### config.mk
export PLATFORM = sky130hd
export DESIGN_NAME = dma4_port_engine
export DESIGN_NICKNAME = d
export VERILOG_FILES = /design/src/rtl/dma4_pkg.sv /design/src/rtl/dma4_port_decode.sv /design/src/rtl/dma4_chan.sv /design/src/rtl/dma4_prio.sv /design/src/rtl/dma4_port_engine.sv
export SDC_FILE = /design/constraint.sdc
export NUM_CORES = 1
export LEC_CHECK = 0
export ABC_AREA = 0
export BUFFER_PORTS_ARGS = -buffer_cell sky130_fd_sc_hd__buf_2
export CAP_MARGIN = 30
export CORE_UTILIZATION = 60
export DETAILED_ROUTE_END_ITERATION = 7
export GPL_TIMING_DRIVEN = 0
export PLACE_DENSITY = 0.89
export SYNTH_ARGS = -nofsm -noshare
export SYNTH_HDL_FRONTEND = slang
export SYNTH_SLANG_ARGS = --single-unit
### constraint.sdc
create_clock -name clk -period 2.9 [get_ports clk]
set_clock_uncertainty 0.2 [all_clocks]
set_input_delay 0.145 -clock clk [delete_from_list [all_inputs] [get_ports clk]]
set_output_delay 0.145 -clock clk [all_outputs]
set_load 0.02 [all_outputs]
### src/rtl/dma4_pkg.sv
// Shared encodings for the DMA register engine.
// Assumes the mode byte layout {type[7:6], spare[5:4], dir[3:2], ch[1:0]}.
package dma4_pkg;

    typedef enum logic [1:0] {
        XM_IDLE    = 2'b00,
        XM_SINGLE  = 2'b01,
        XM_RSVD    = 2'b10,
        XM_CASCADE = 2'b11
    } xfer_mode_e;

    typedef enum logic [1:0] {
        DIR_NONE  = 2'b00,
        DIR_MEMWR = 2'b01,
        DIR_MEMRD = 2'b10,
        DIR_BAD   = 2'b11
    } xfer_dir_e;

    typedef struct packed {
        xfer_mode_e xm;
        logic [1:0] spare;
        xfer_dir_e  dir;
        logic [1:0] ch;
    } mode_byte_t;

    localparam int OFF_MASK = 10;
    localparam int OFF_MODE = 11;
    localparam int OFF_CLR  = 12;

endpackage

### src/rtl/dma4_port_decode.sv
// Decodes I/O writes into per-channel register strobes and owns the
// byte-pointer toggle. Assumes io_addr is already local to this engine;
// in word mode odd offsets are ignored and the offset is halved.
module dma4_port_decode #(
    parameter int NCH       = 4,
    parameter bit WORD_MODE = 1'b0,
    parameter int IO_AW     = 5
) (
    input  logic             clk,
    input  logic             rst_n,
    input  logic             io_wr,
    input  logic [IO_AW-1:0] io_addr,
    input  logic [7:0]       io_wdata,
    output logic             hi_byte,
    output logic [NCH-1:0]   adr_we,
    output logic [NCH-1:0]   cnt_we,
    output logic [NCH-1:0]   mode_we,
    output logic [NCH-1:0]   mask_we
);
    import dma4_pkg::*;

    localparam int CH_W = $clog2(NCH);

    logic [IO_AW-1:0] idx;
    logic             aligned;
    logic             hit;
    logic             clr_hit;

    // Map the bus offset to a register index according to the stride.
    generate
        if (WORD_MODE) begin : g_word
            assign idx     = io_addr >> 1;
            assign aligned = ~io_addr[0];
        end else begin : g_byte
            assign idx     = io_addr;
            assign aligned = 1'b1;
        end
    endgenerate

    assign hit     = io_wr & aligned;
    assign clr_hit = hit && (idx == IO_AW'(OFF_CLR));

    // Per-channel strobes for the address, count, mode and mask writes.
    generate
        for (genvar c = 0; c < NCH; c++) begin : g_ch
            localparam logic [IO_AW-1:0] A_IDX = IO_AW'(2 * c);
            localparam logic [IO_AW-1:0] C_IDX = IO_AW'(2 * c + 1);
            assign adr_we[c]  = hit && (idx == A_IDX);
            assign cnt_we[c]  = hit && (idx == C_IDX);
            assign mode_we[c] = hit && (idx == IO_AW'(OFF_MODE)) &&
                                (io_wdata[CH_W-1:0] == CH_W'(c));
            assign mask_we[c] = hit && (idx == IO_AW'(OFF_MASK)) &&
                                (io_wdata[CH_W-1:0] == CH_W'(c));
        end
    endgenerate

    // Byte-pointer toggle: cleared by the clear register, flipped by 16-bit writes.
    always_ff @(posedge clk) begin
        if (!rst_n)
            hi_byte <= 1'b0;
        else if (clr_hit)
            hi_byte <= 1'b0;
        else if ((|adr_we) || (|cnt_we))
            hi_byte <= ~hi_byte;
    end

endmodule

### src/rtl/dma4_chan.sv
// One DMA channel: address, count, page, mode, mask, arming and status.
// Assumes at most one of the write strobes and take is active per cycle
// in normal use; take has no effect unless the channel reported ready.
module dma4_chan #(
    parameter int PW = 8
) (
    input  logic          clk,
    input  logic          rst_n,
    input  logic          adr_we,
    input  logic          cnt_we,
    input  logic          mode_we,
    input  logic          mask_we,
    input  logic          page_we,
    input  logic          hi_byte,
    input  logic [7:0]    wdata,
    input  logic          req,
    input  logic          take,
    output logic          ready,
    output logic          casc_ack,
    output logic [15:0]   cur_addr,
    output logic [PW-1:0] page,
    output dma4_pkg::xfer_dir_e dir,
    output logic          last,
    output logic          tc_flag
);
    import dma4_pkg::*;

    logic [15:0] cur_cnt;
    xfer_mode_e  xm;
    logic        masked;
    logic        armed;
    mode_byte_t  mb;

    assign mb   = mode_byte_t'(wdata);
    assign last = (cur_cnt == 16'h0000);

    // Address: byte-wise load, otherwise step by one per transfer (wraps).
    always_ff @(posedge clk) begin
        if (!rst_n)
            cur_addr <= '0;
        else if (adr_we) begin
            if (hi_byte) cur_addr[15:8] <= wdata;
            else         cur_addr[7:0]  <= wdata;
        end else if (take)
            cur_addr <= cur_addr + 16'd1;
    end

    // Count: byte-wise load, otherwise step down by one per transfer.
    always_ff @(posedge clk) begin
        if (!rst_n)
            cur_cnt <= '0;
        else if (cnt_we) begin
            if (hi_byte) cur_cnt[15:8] <= wdata;
            else         cur_cnt[7:0]  <= wdata;
        end else if (take)
            cur_cnt <= cur_cnt - 16'd1;
    end

    // Page register holding the upper address bits.
    always_ff @(posedge clk) begin
        if (!rst_n)
            page <= '0;
        else if (page_we)
            page <= wdata[PW-1:0];
    end

    // Mode fields latched from a mode write aimed at this channel.
    always_ff @(posedge clk) begin
        if (!rst_n) begin
            xm  <= XM_IDLE;
            dir <= DIR_NONE;
        end else if (mode_we) begin
            xm  <= mb.xm;
            dir <= mb.dir;
        end
    end

    // Mask: set at reset, written by software, set again on terminal count.
    always_ff @(posedge clk) begin
        if (!rst_n)
            masked <= 1'b1;
        else if (mask_we)
            masked <= wdata[2];
        else if (take && last)
            masked <= 1'b1;
    end

    // Arming: a transfer disarms the channel until its request drops.
    always_ff @(posedge clk) begin
        if (!rst_n)
            armed <= 1'b0;
        else if (take)
            armed <= 1'b0;
        else if (!req)
            armed <= 1'b1;
    end

    // Sticky terminal-count status, cleared by a mode write to this channel.
    always_ff @(posedge clk) begin
        if (!rst_n)
            tc_flag <= 1'b0;
        else if (mode_we)
            tc_flag <= 1'b0;
        else if (take && last)
            tc_flag <= 1'b1;
    end

    assign ready    = (xm == XM_SINGLE) && !masked && armed && req;
    assign casc_ack = (xm == XM_CASCADE) && !masked && req;

endmodule

### src/rtl/dma4_prio.sv
// Fixed-priority selector: the lowest-numbered ready channel wins.
// Assumes nothing about the input; the output is one-hot or zero.
module dma4_prio #(
    parameter int N = 4
) (
    input  logic [N-1:0] ready,
    output logic [N-1:0] grant
);
    // Scan upward and keep only the first set bit.
    always_comb begin
        logic found;
        found = 1'b0;
        grant = '0;
        for (int i = 0; i < N; i++) begin
            if (ready[i] && !found) begin
                grant[i] = 1'b1;
                found    = 1'b1;
            end
        end
    end

endmodule

### src/rtl/dma4_port_engine.sv
// Top of the DMA register engine: port decode, per-channel state,
// priority selection and registered transfer outputs. Assumes
// NCH <= 4 so that the channel registers sit below the mask offset.
module dma4_port_engine #(
    parameter int NCH       = 4,
    parameter bit WORD_MODE = 1'b0,
    parameter int IO_AW     = 5
) (
    input  logic                    clk,
    input  logic                    rst_n,
    input  logic                    io_wr,
    input  logic [IO_AW-1:0]        io_addr,
    input  logic [7:0]              io_wdata,
    input  logic                    pg_wr,
    input  logic [$clog2(NCH)-1:0]  pg_sel,
    input  logic [NCH-1:0]          dreq,
    output logic [NCH-1:0]          dack,
    output logic [NCH-1:0]          tc,
    output logic [NCH-1:0]          tc_flag,
    output logic [23:0]             mem_addr,
    output logic                    mem_wr,
    output logic                    mem_rd
);
    import dma4_pkg::*;

    localparam int PW   = 8;
    localparam int CH_W = $clog2(NCH);

    logic             hi_byte;
    logic [NCH-1:0]   adr_we, cnt_we, mode_we, mask_we, page_we;
    logic [NCH-1:0]   ready, casc_vec, last_vec, grant;
    logic [15:0]      addr_vec [NCH];
    logic [PW-1:0]    page_vec [NCH];
    xfer_dir_e        dir_vec  [NCH];

    logic [15:0]      sel_addr;
    logic [PW-1:0]    sel_page;
    xfer_dir_e        sel_dir;
    logic [23:0]      sel_phys;

    logic [NCH-1:0]   xfer_ack;
    logic [NCH-1:0]   tc_q;
    logic [23:0]      addr_q;
    logic             wr_q, rd_q;

    dma4_port_decode #(
        .NCH(NCH), .WORD_MODE(WORD_MODE), .IO_AW(IO_AW)
    ) u_dec (
        .clk(clk), .rst_n(rst_n), .io_wr(io_wr), .io_addr(io_addr),
        .io_wdata(io_wdata), .hi_byte(hi_byte), .adr_we(adr_we),
        .cnt_we(cnt_we), .mode_we(mode_we), .mask_we(mask_we)
    );

    generate
        for (genvar c = 0; c < NCH; c++) begin : g_chan
            assign page_we[c] = pg_wr && (pg_sel == CH_W'(c));
            dma4_chan #(.PW(PW)) u_chan (
                .clk(clk), .rst_n(rst_n),
                .adr_we(adr_we[c]), .cnt_we(cnt_we[c]),
                .mode_we(mode_we[c]), .mask_we(mask_we[c]),
                .page_we(page_we[c]), .hi_byte(hi_byte),
                .wdata(io_wdata), .req(dreq[c]), .take(grant[c]),
                .ready(ready[c]), .casc_ack(casc_vec[c]),
                .cur_addr(addr_vec[c]), .page(page_vec[c]),
                .dir(dir_vec[c]), .last(last_vec[c]),
                .tc_flag(tc_flag[c])
            );
        end
    endgenerate

    dma4_prio #(.N(NCH)) u_prio (.ready(ready), .grant(grant));

    // Route the granted channel's address, page and direction.
    always_comb begin
        sel_addr = '0;
        sel_page = '0;
        sel_dir  = DIR_NONE;
        for (int c = 0; c < NCH; c++) begin
            if (grant[c]) begin
                sel_addr = addr_vec[c];
                sel_page = page_vec[c];
                sel_dir  = dir_vec[c];
            end
        end
    end

    // Build the physical address for the selected variant.
    generate
        if (WORD_MODE) begin : g_word_addr
            assign sel_phys = {sel_page[PW-1:1], sel_addr, 1'b0};
        end else begin : g_byte_addr
            assign sel_phys = {sel_page, sel_addr};
        end
    endgenerate

    // Register the transfer cycle: acknowledge, terminal count, address, strobes.
    always_ff @(posedge clk) begin
        if (!rst_n) begin
            xfer_ack <= '0;
            tc_q     <= '0;
            addr_q   <= '0;
            wr_q     <= 1'b0;
            rd_q     <= 1'b0;
        end else begin
            xfer_ack <= grant;
            tc_q     <= grant & last_vec;
            addr_q   <= sel_phys;
            wr_q     <= (|grant) && (sel_dir == DIR_MEMWR);
            rd_q     <= (|grant) && (sel_dir == DIR_MEMRD);
        end
    end

    assign dack     = xfer_ack | casc_vec;
    assign tc       = tc_q;
    assign mem_addr = addr_q;
    assign mem_wr   = wr_q;
    assign mem_rd   = rd_q;

endmodule

## Word level (Yosys, flattened, before mapping)

Cells that the tools add are included.

- Add/sub/neg operators: 8
- Eq/ne operators: 42
- Multiplexer cells: 44
- Bitwise gates (word level): 4
- Reduce and logical (&&, ||, !) cells: 107

Operators with widths:

| cell | number |
|---|---|
| $mux 16 | 20 |
| $add 16x1->16 const B | 4 |
| $logic_not 16->1 | 4 |
| $sub 16x1->16 const B | 4 |
| $logic_and 1x1->1 | 52 |
| $mux 8 | 6 |
| $ne 2x2->1 const B | 16 |
| $reduce_and 2->1 | 16 |
| $reduce_bool 2->1 | 12 |
| $eq 5x3->1 const B | 4 |
| $eq 2x2->1 const B | 9 |
| $reduce_or 2->1 | 9 |
| $eq 5x4->1 const B | 3 |
| $eq 2x1->1 const B | 7 |
| $mux 1 | 14 |
| $reduce_or 4->1 | 3 |
| $eq 5x2->1 const B | 2 |
| $mux 2 | 4 |
| $logic_not 1->1 | 7 |
| $eq 5x1->1 const B | 1 |
| $logic_not 5->1 | 1 |
| $and 4x4->4 | 1 |
| $logic_not 2->1 | 2 |
| $or 4x4->4 | 1 |
| 2 further kinds | 3 |

- Bits in registers: 223
- Bits of input ports: 23
- Output and inout bits: 38

## Logic depth before layout (Yosys ltp)

- Depth after elaboration: 17
- Mapped depth: 8
- Gate-level depth less buffers: 7

## Cells and area by module

From an unflattened synthesis, not the netlist that was laid out.

- Cell total of the unflattened synthesis: 1487
- Area total of the unflattened synthesis: 12060.3 sq um

By module, submodules not included:

| module | times used | cells an instance | area each (sq um) | seq. area each (sq um) |
|---|---|---|---|---|
| dma4_chan (g_chan[1].u_chan ...) | 3 | 323 | 2542.4 | 940.9 |
| dma4_chan (g_chan[0].u_chan) | 1 | 323 | 2528.7 | 940.9 |
| dma4_port_engine | 1 | 157 | 1642.8 | 680.7 |
| dma4_port_decode | 1 | 34 | 225.2 | 20.0 |
| dma4_prio | 1 | 4 | 36.3 | 0.0 |

## Least setup slack after synthesis

No wires, ideal clock.

- Kind: reg-to-reg
- From: register g_chan[0].u_chan.cur_cnt[0]
- To: register g_chan[0].u_chan.cur_cnt[8]
- Setup time: 0.058 ns
- Data arrival time: 1.951 ns
- Data required time: 2.642 ns
- Slack: 0.691 ns
- Cell stages (with the launch flop): 8
- Buffers on the path: 0
- Cells stage by stage: dfxtp_1 inv_1 ha_1 or3b_2 or3_1 or3_1 a21oi_1 o21a_1

- Word-level cells in the longest chain between the ends: 3

Ends and longest elaborated chain:

| item | line | source |
|---|---|---|
| start: declaration | dma4_chan.sv:28 | `logic [15:0] cur_cnt;` |
| start signal: assignment | dma4_chan.sv:54 | `else cur_cnt[7:0] <= wdata;` |
| start signal: assignment | dma4_chan.sv:56 | `cur_cnt <= cur_cnt - 16'd1;` |
| $sub 16x1->16 | dma4_chan.sv:56 |  |
| $mux 16 | dma4_chan.sv:55 | `end else if (take)` |
| $mux 16 | dma4_chan.sv:52 | `else if (cnt_we) begin` |

Every way passes these cells. The select of a mux whose other input is x is not followed.
A chain may end at the register's enable or synchronous reset.

## Worst setup path after layout

- From: register g_chan[1].u_chan.xm[1]
- To: register addr_q[15] (netlist: mem_addr[15])

- Word-level cells in the longest chain between the ends: 13
- Elaborated cells between the ends (all ways): 17
- Those cells by class: 1 x eq/ne; 8 x mux; 8 x reduce/logical

Ends and longest elaborated chain:

| item | line | source |
|---|---|---|
| start: declaration | dma4_chan.sv:29 | `xfer_mode_e xm;` |
| start signal: assignment | dma4_chan.sv:73 | `xm <= mb.xm;` |
| $eq 2x1->1 * | dma4_chan.sv:108 | `assign ready = (xm == XM_SINGLE) && !masked && armed && req;` |
| $logic_and 1x1->1 * (3 in a row) | dma4_chan.sv:108 |  |
| $logic_and 1x1->1 * | dma4_prio.sv:15 | `if (ready[i] && !found) begin` |
| $mux 1 | dma4_prio.sv:15 |  |
| $logic_not 1->1 | dma4_prio.sv:15 |  |
| $logic_and 1x1->1 | dma4_prio.sv:15 |  |
| $mux 1 | dma4_prio.sv:15 |  |
| $logic_not 1->1 | dma4_prio.sv:15 |  |
| $logic_and 1x1->1 | dma4_prio.sv:15 |  |
| $mux 1 | dma4_prio.sv:15 |  |
| $mux 16 * | dma4_port_engine.sv:79 | `if (grant[c]) begin` |
| end signal: assignment | dma4_port_engine.sv:107 | `addr_q <= sel_phys;` |
| end: declaration | dma4_port_engine.sv:43 | `logic [23:0] addr_q;` |

Mark *: on every way between the ends. The rest lies on a longest branch, timed or not.

==> impl_metrics.sql <==
INSERT INTO impl_metrics (metric_group, metric, value, unit) VALUES
('job', 'max_cap_violations', '0', ''),
('yosys', 'synth_nets', '1553', ''),
('sta', 'share_of_the_cycle_needed_by_the_critical_path_after_routing', '1.00', ''),
('global_route', 'grt-ovfl-total', '0', ''),
('die', 'io_pins', '61', ''),
('min_path', 'min-delay-path-class', 'input pin to flip-flop', ''),
('clock_tree', 'cts-htree-levels', '1', ''),
('yosys', 'synth_most_common_cell', 'sky130_fd_sc_hd__dfxtp_1', ''),
('yosys', 'synth.lib_cells_used.distinct', '87', ''),
('sta', 'fin_hold_viols', '0', ''),
('die', 'core.rowCount', '51', ''),
('route', 'drt_first_pass_iters', '7', ''),
('global_route', 'maximum_number_of_pins_on_one_net_before_global_route_repair', '14', ''),
('clock_tree', 'cts.reportedPaths.clkPinSlew', '0.06', 'ns'),
('sta', 'total_of_endpoints_with_negative_setup_slack_in_the_final_report', '1', ''),
('worst_setup_path', 'critical_path_peak_fanout', '10', ''),
('yosys', 'synth_largest_type_area_fraction', '0.370', ''),
('sta', 'slew-limit-headroom', '0.236', ''),
('min_path', 'min_from', 'io_wdata[0]', ''),
('route', 'wl', '46700', 'um'),
('clock_tree', 'cts_sinks', '223', ''),
('power', 'power.leakage', '5.09', 'nW'),
('worst_setup_path', 'worst_setup_path_end_kind', 'flip-flop', ''),
('clock_tree', 'buffer_levels_on_the_longest_clock_path', '3', ''),
('die', 'die_width', '144', 'um'),
('yosys', 'synth-async-reset-ratio', '0', ''),
('outcome', 'status', 'finished with violations', ''),
('die', 'die_height', '144', 'um'),
('die', 'floorplan.die_area', '0.0207', 'mm^2'),
('route', 'drc', '0', ''),
('yosys', 'synth-warning-count', '0', ''),
('finish', 'fin_nets', '1649', ''),
('route', 'vias_per_cell', '7.27', ''),
('clock_tree', 'cts_root_buf', 'sky130_fd_sc_hd__clkbuf_16', ''),
('yosys', 'post_synth_instance_area', '0.0121', 'mm^2'),
('die', 'initial_core_util', '0.617', ''),
('yosys', 'dominant_cells_by_area_after_synthesis', 'sky130_fd_sc_hd__dfxtp_1 37%, sky130_fd_sc_hd__a21oi_1 5.4%, sky130_fd_sc_hd__nor2_1 5.1%', ''),
('sta', 'worstMarginPinSlew', '1.15', 'ns'),
('clock_tree', 'clock_latency', '0.54', 'ns'),
('sta', 'unrepaired_setup_endpoints_after_global_routing', 'false', ''),
('global_route', 'first_global_vias', '12632', ''),
('worst_setup_path', 'crit_type', 'flip-flop to flip-flop', ''),
('worst_setup_path', 'r2r-end', 'mem_addr[15]', ''),
('global_route', 'grt_util_all_layers', '0.448', ''),
('die', 'fp.coreArea', '0.0196', 'mm^2'),
('yosys', 'synth_top_cell_by_area', 'sky130_fd_sc_hd__dfxtp_1', ''),
('power', 'vdd_drop_max', '0.000593', 'V'),
('finish', 'stdcell_area', '0.0137', 'mm^2'),
('worst_setup_path', 'ff2ff_path_depth', '7', ''),
('yosys', 'postSynthCellCount', '1518', ''),
('global_route', 'global_route_wire_length_before_repair', '70200', 'um'),
('sta', 'postLayoutSetupSlackWorst', '-0.00146', 'ns'),
('sta', 'slew_viol_final', '0', ''),
('outcome', 'violations', 'setup timing', ''),
('yosys', 'primary_flip_flop_cell_chosen_by_synthesis_mapping', 'sky130_fd_sc_hd__dfxtp_1', ''),
('global_route', 'grt_use_met3', '0.166', ''),
('placement', 'place.gp.congestion', '1.07', ''),
('yosys', 'synth_edf_count', '0', ''),
('yosys', 'synth_seq_cells', '223', ''),
('clock_tree', 'tritoncts_clock_tree', 'built', ''),
('sta', 'min_period', '2.90', 'ns'),
('global_route', 'antenna_found_initial', '2', ''),
('finish', 'layout-area-overhead-vs-synth', '13.1', '%'),
('worst_setup_path', 'timing.critical_path.arrival', '3.11', 'ns'),
('placement', 'io_buffers', '57', ''),
('min_path', 'min_delay_path_depth', '4', ''),
('yosys', 'yosys-top-cells-count', '223 x sky130_fd_sc_hd__dfxtp_1, 165 x sky130_fd_sc_hd__nor2_1, 130 x sky130_fd_sc_hd__a21oi_1', ''),
('route', 'initial_drt_markers', '2101', ''),
('global_route', 'met2_layer_usage_reported_by_global_route', '0.639', ''),
('route', 'vias', '13790', ''),
('clock_tree', 'cts-buffers-inserted', '24', '');
-- power by group --
part           internal (W)  switching, W
Clock               0.00188       0.00133
Combinational      0.000134      0.000382
Sequential          0.00309     0.0000229
Total               0.00511       0.00174
-- logic make-up (layout without fill, tap and decap cells) --
group / after synthesis / in the layout / share of synthesized area
muxes: 44 / 44 / 0.0366
AOI/OAI and AO/OA: 480 / 480 / 0.272
DFF: 223 / 223 / 0.370
adders and majority gates: 12 / 12 / 0.0124
buffers and inverters: 148 / 262 / 0.0495
other: 0 / 1 / 0
and+or+nand+nor: 611 / 611 / 0.260
-- registers in the layout, summed over array words and instances, names as in the netlist, 4 cells and up --
signal                  flops
g_chan.u_chan.cur_addr     64
g_chan.u_chan.cur_cnt      64
g_chan.u_chan.page         32
mem_addr                   24
g_chan.u_chan.dir           8
g_chan.u_chan.xm            8
g_chan.u_chan.armed         4
g_chan.u_chan.masked        4
g_chan.u_chan.tc_flag       4
tc                          4
xfer_ack                    4
-- repair_timing --
| item | 4_1_cts | 5_1_grt |
|---|---|---|
| buffers inserted | 0 | 0 |
| setup endpoints to repair | 15 | 20 |
| hold buffers | 12 | 0 |
| hold endpoints to repair | 16 | 0 |
| resized for setup | 3 | 12 |
-- metal layers --
metal,wire (um),vias to the layer above
met4,4030,0
met3,7860,356
met1,16100,6290
li1,-,5919
met2,18700,1225
met5,0,-
-- worst max-delay path: stages, from the launching register on --
cell	delay (ns)
sky130_fd_sc_hd__dfxtp_1	0.36
sky130_fd_sc_hd__nand2b_1	0.20
sky130_fd_sc_hd__nor2_1	0.28
sky130_fd_sc_hd__clkbuf_1	0.58
sky130_fd_sc_hd__clkbuf_2	0.46
sky130_fd_sc_hd__a221o_1	0.28
sky130_fd_sc_hd__o21ai_0	0.10
sky130_fd_sc_hd__a21oi_1	0.32
-- cell type report --
class                   instances  area [um^2]
well taps                     265          332
clock inverters                10          105
plain buffers                 122          509
fillers                      1591         5930
diodes                          1         2.50
multi-input cells            1147         7030
clock buffers                  34          709
repair buffers                 70          410
inverters                      26         97.6
flip-flops and latches        223         4460
-- cells in the final DEF (no fill, tap or decap), types with 22 or more instances in the layout --
cell                          n
sky130_fd_sc_hd__a21oi_1    129
sky130_fd_sc_hd__nand2_1    129
sky130_fd_sc_hd__buf_2       75
sky130_fd_sc_hd__nand4_1     23
sky130_fd_sc_hd__clkbuf_16   25
sky130_fd_sc_hd__and3_1      29
sky130_fd_sc_hd__nor2_1     164
sky130_fd_sc_hd__clkbuf_1    89
sky130_fd_sc_hd__a221o_1     22
sky130_fd_sc_hd__o21ai_0     82
sky130_fd_sc_hd__inv_1       24
sky130_fd_sc_hd__nand3_1     54
sky130_fd_sc_hd__mux2i_1     43
sky130_fd_sc_hd__nor3_1      54
sky130_fd_sc_hd__dfxtp_1    223
sky130_fd_sc_hd__a31oi_1     47
-- metrics by stage --
step           power, W  setup WS (ns)  hold WS [ns]   util  cells
6_report        0.00684       -0.00146        0.0122  0.697   1898
4_1_cts         0.00676         0.0330       0.00762  0.696   1897
3_5_place_dp    0.00364         -0.175         0.242  0.648   1841
5_1_grt         0.00695        0.00373        0.0506  0.697   1897
3_3_place_gp    0.00363         -0.169         0.245  0.648   1840
2_1_floorplan   0.00344          0.691        0.0964      -   1518
-- worst max path at each step --
stage | startpoint | to | slack [ns] | depth (start not counted)
global route | g_chan[1].u_chan.masked | mem_addr[15] | 0.004 | 7
CTS | g_chan[0].u_chan.masked | mem_addr[15] | 0.03 | 7
detailed placement | g_chan[0].u_chan.masked | g_chan[2].u_chan.cur_addr[0] | -0.18 | 7
global placement | g_chan[0].u_chan.masked | g_chan[2].u_chan.cur_addr[0] | -0.17 | 7
finish | g_chan[1].u_chan.xm[1] | mem_addr[15] | -0.001 | 7
floorplan | g_chan[0].u_chan.cur_cnt[0] | g_chan[0].u_chan.cur_cnt[8] | 0.69 | 7
No activity file was read; power rests on OpenSTA's default activity.
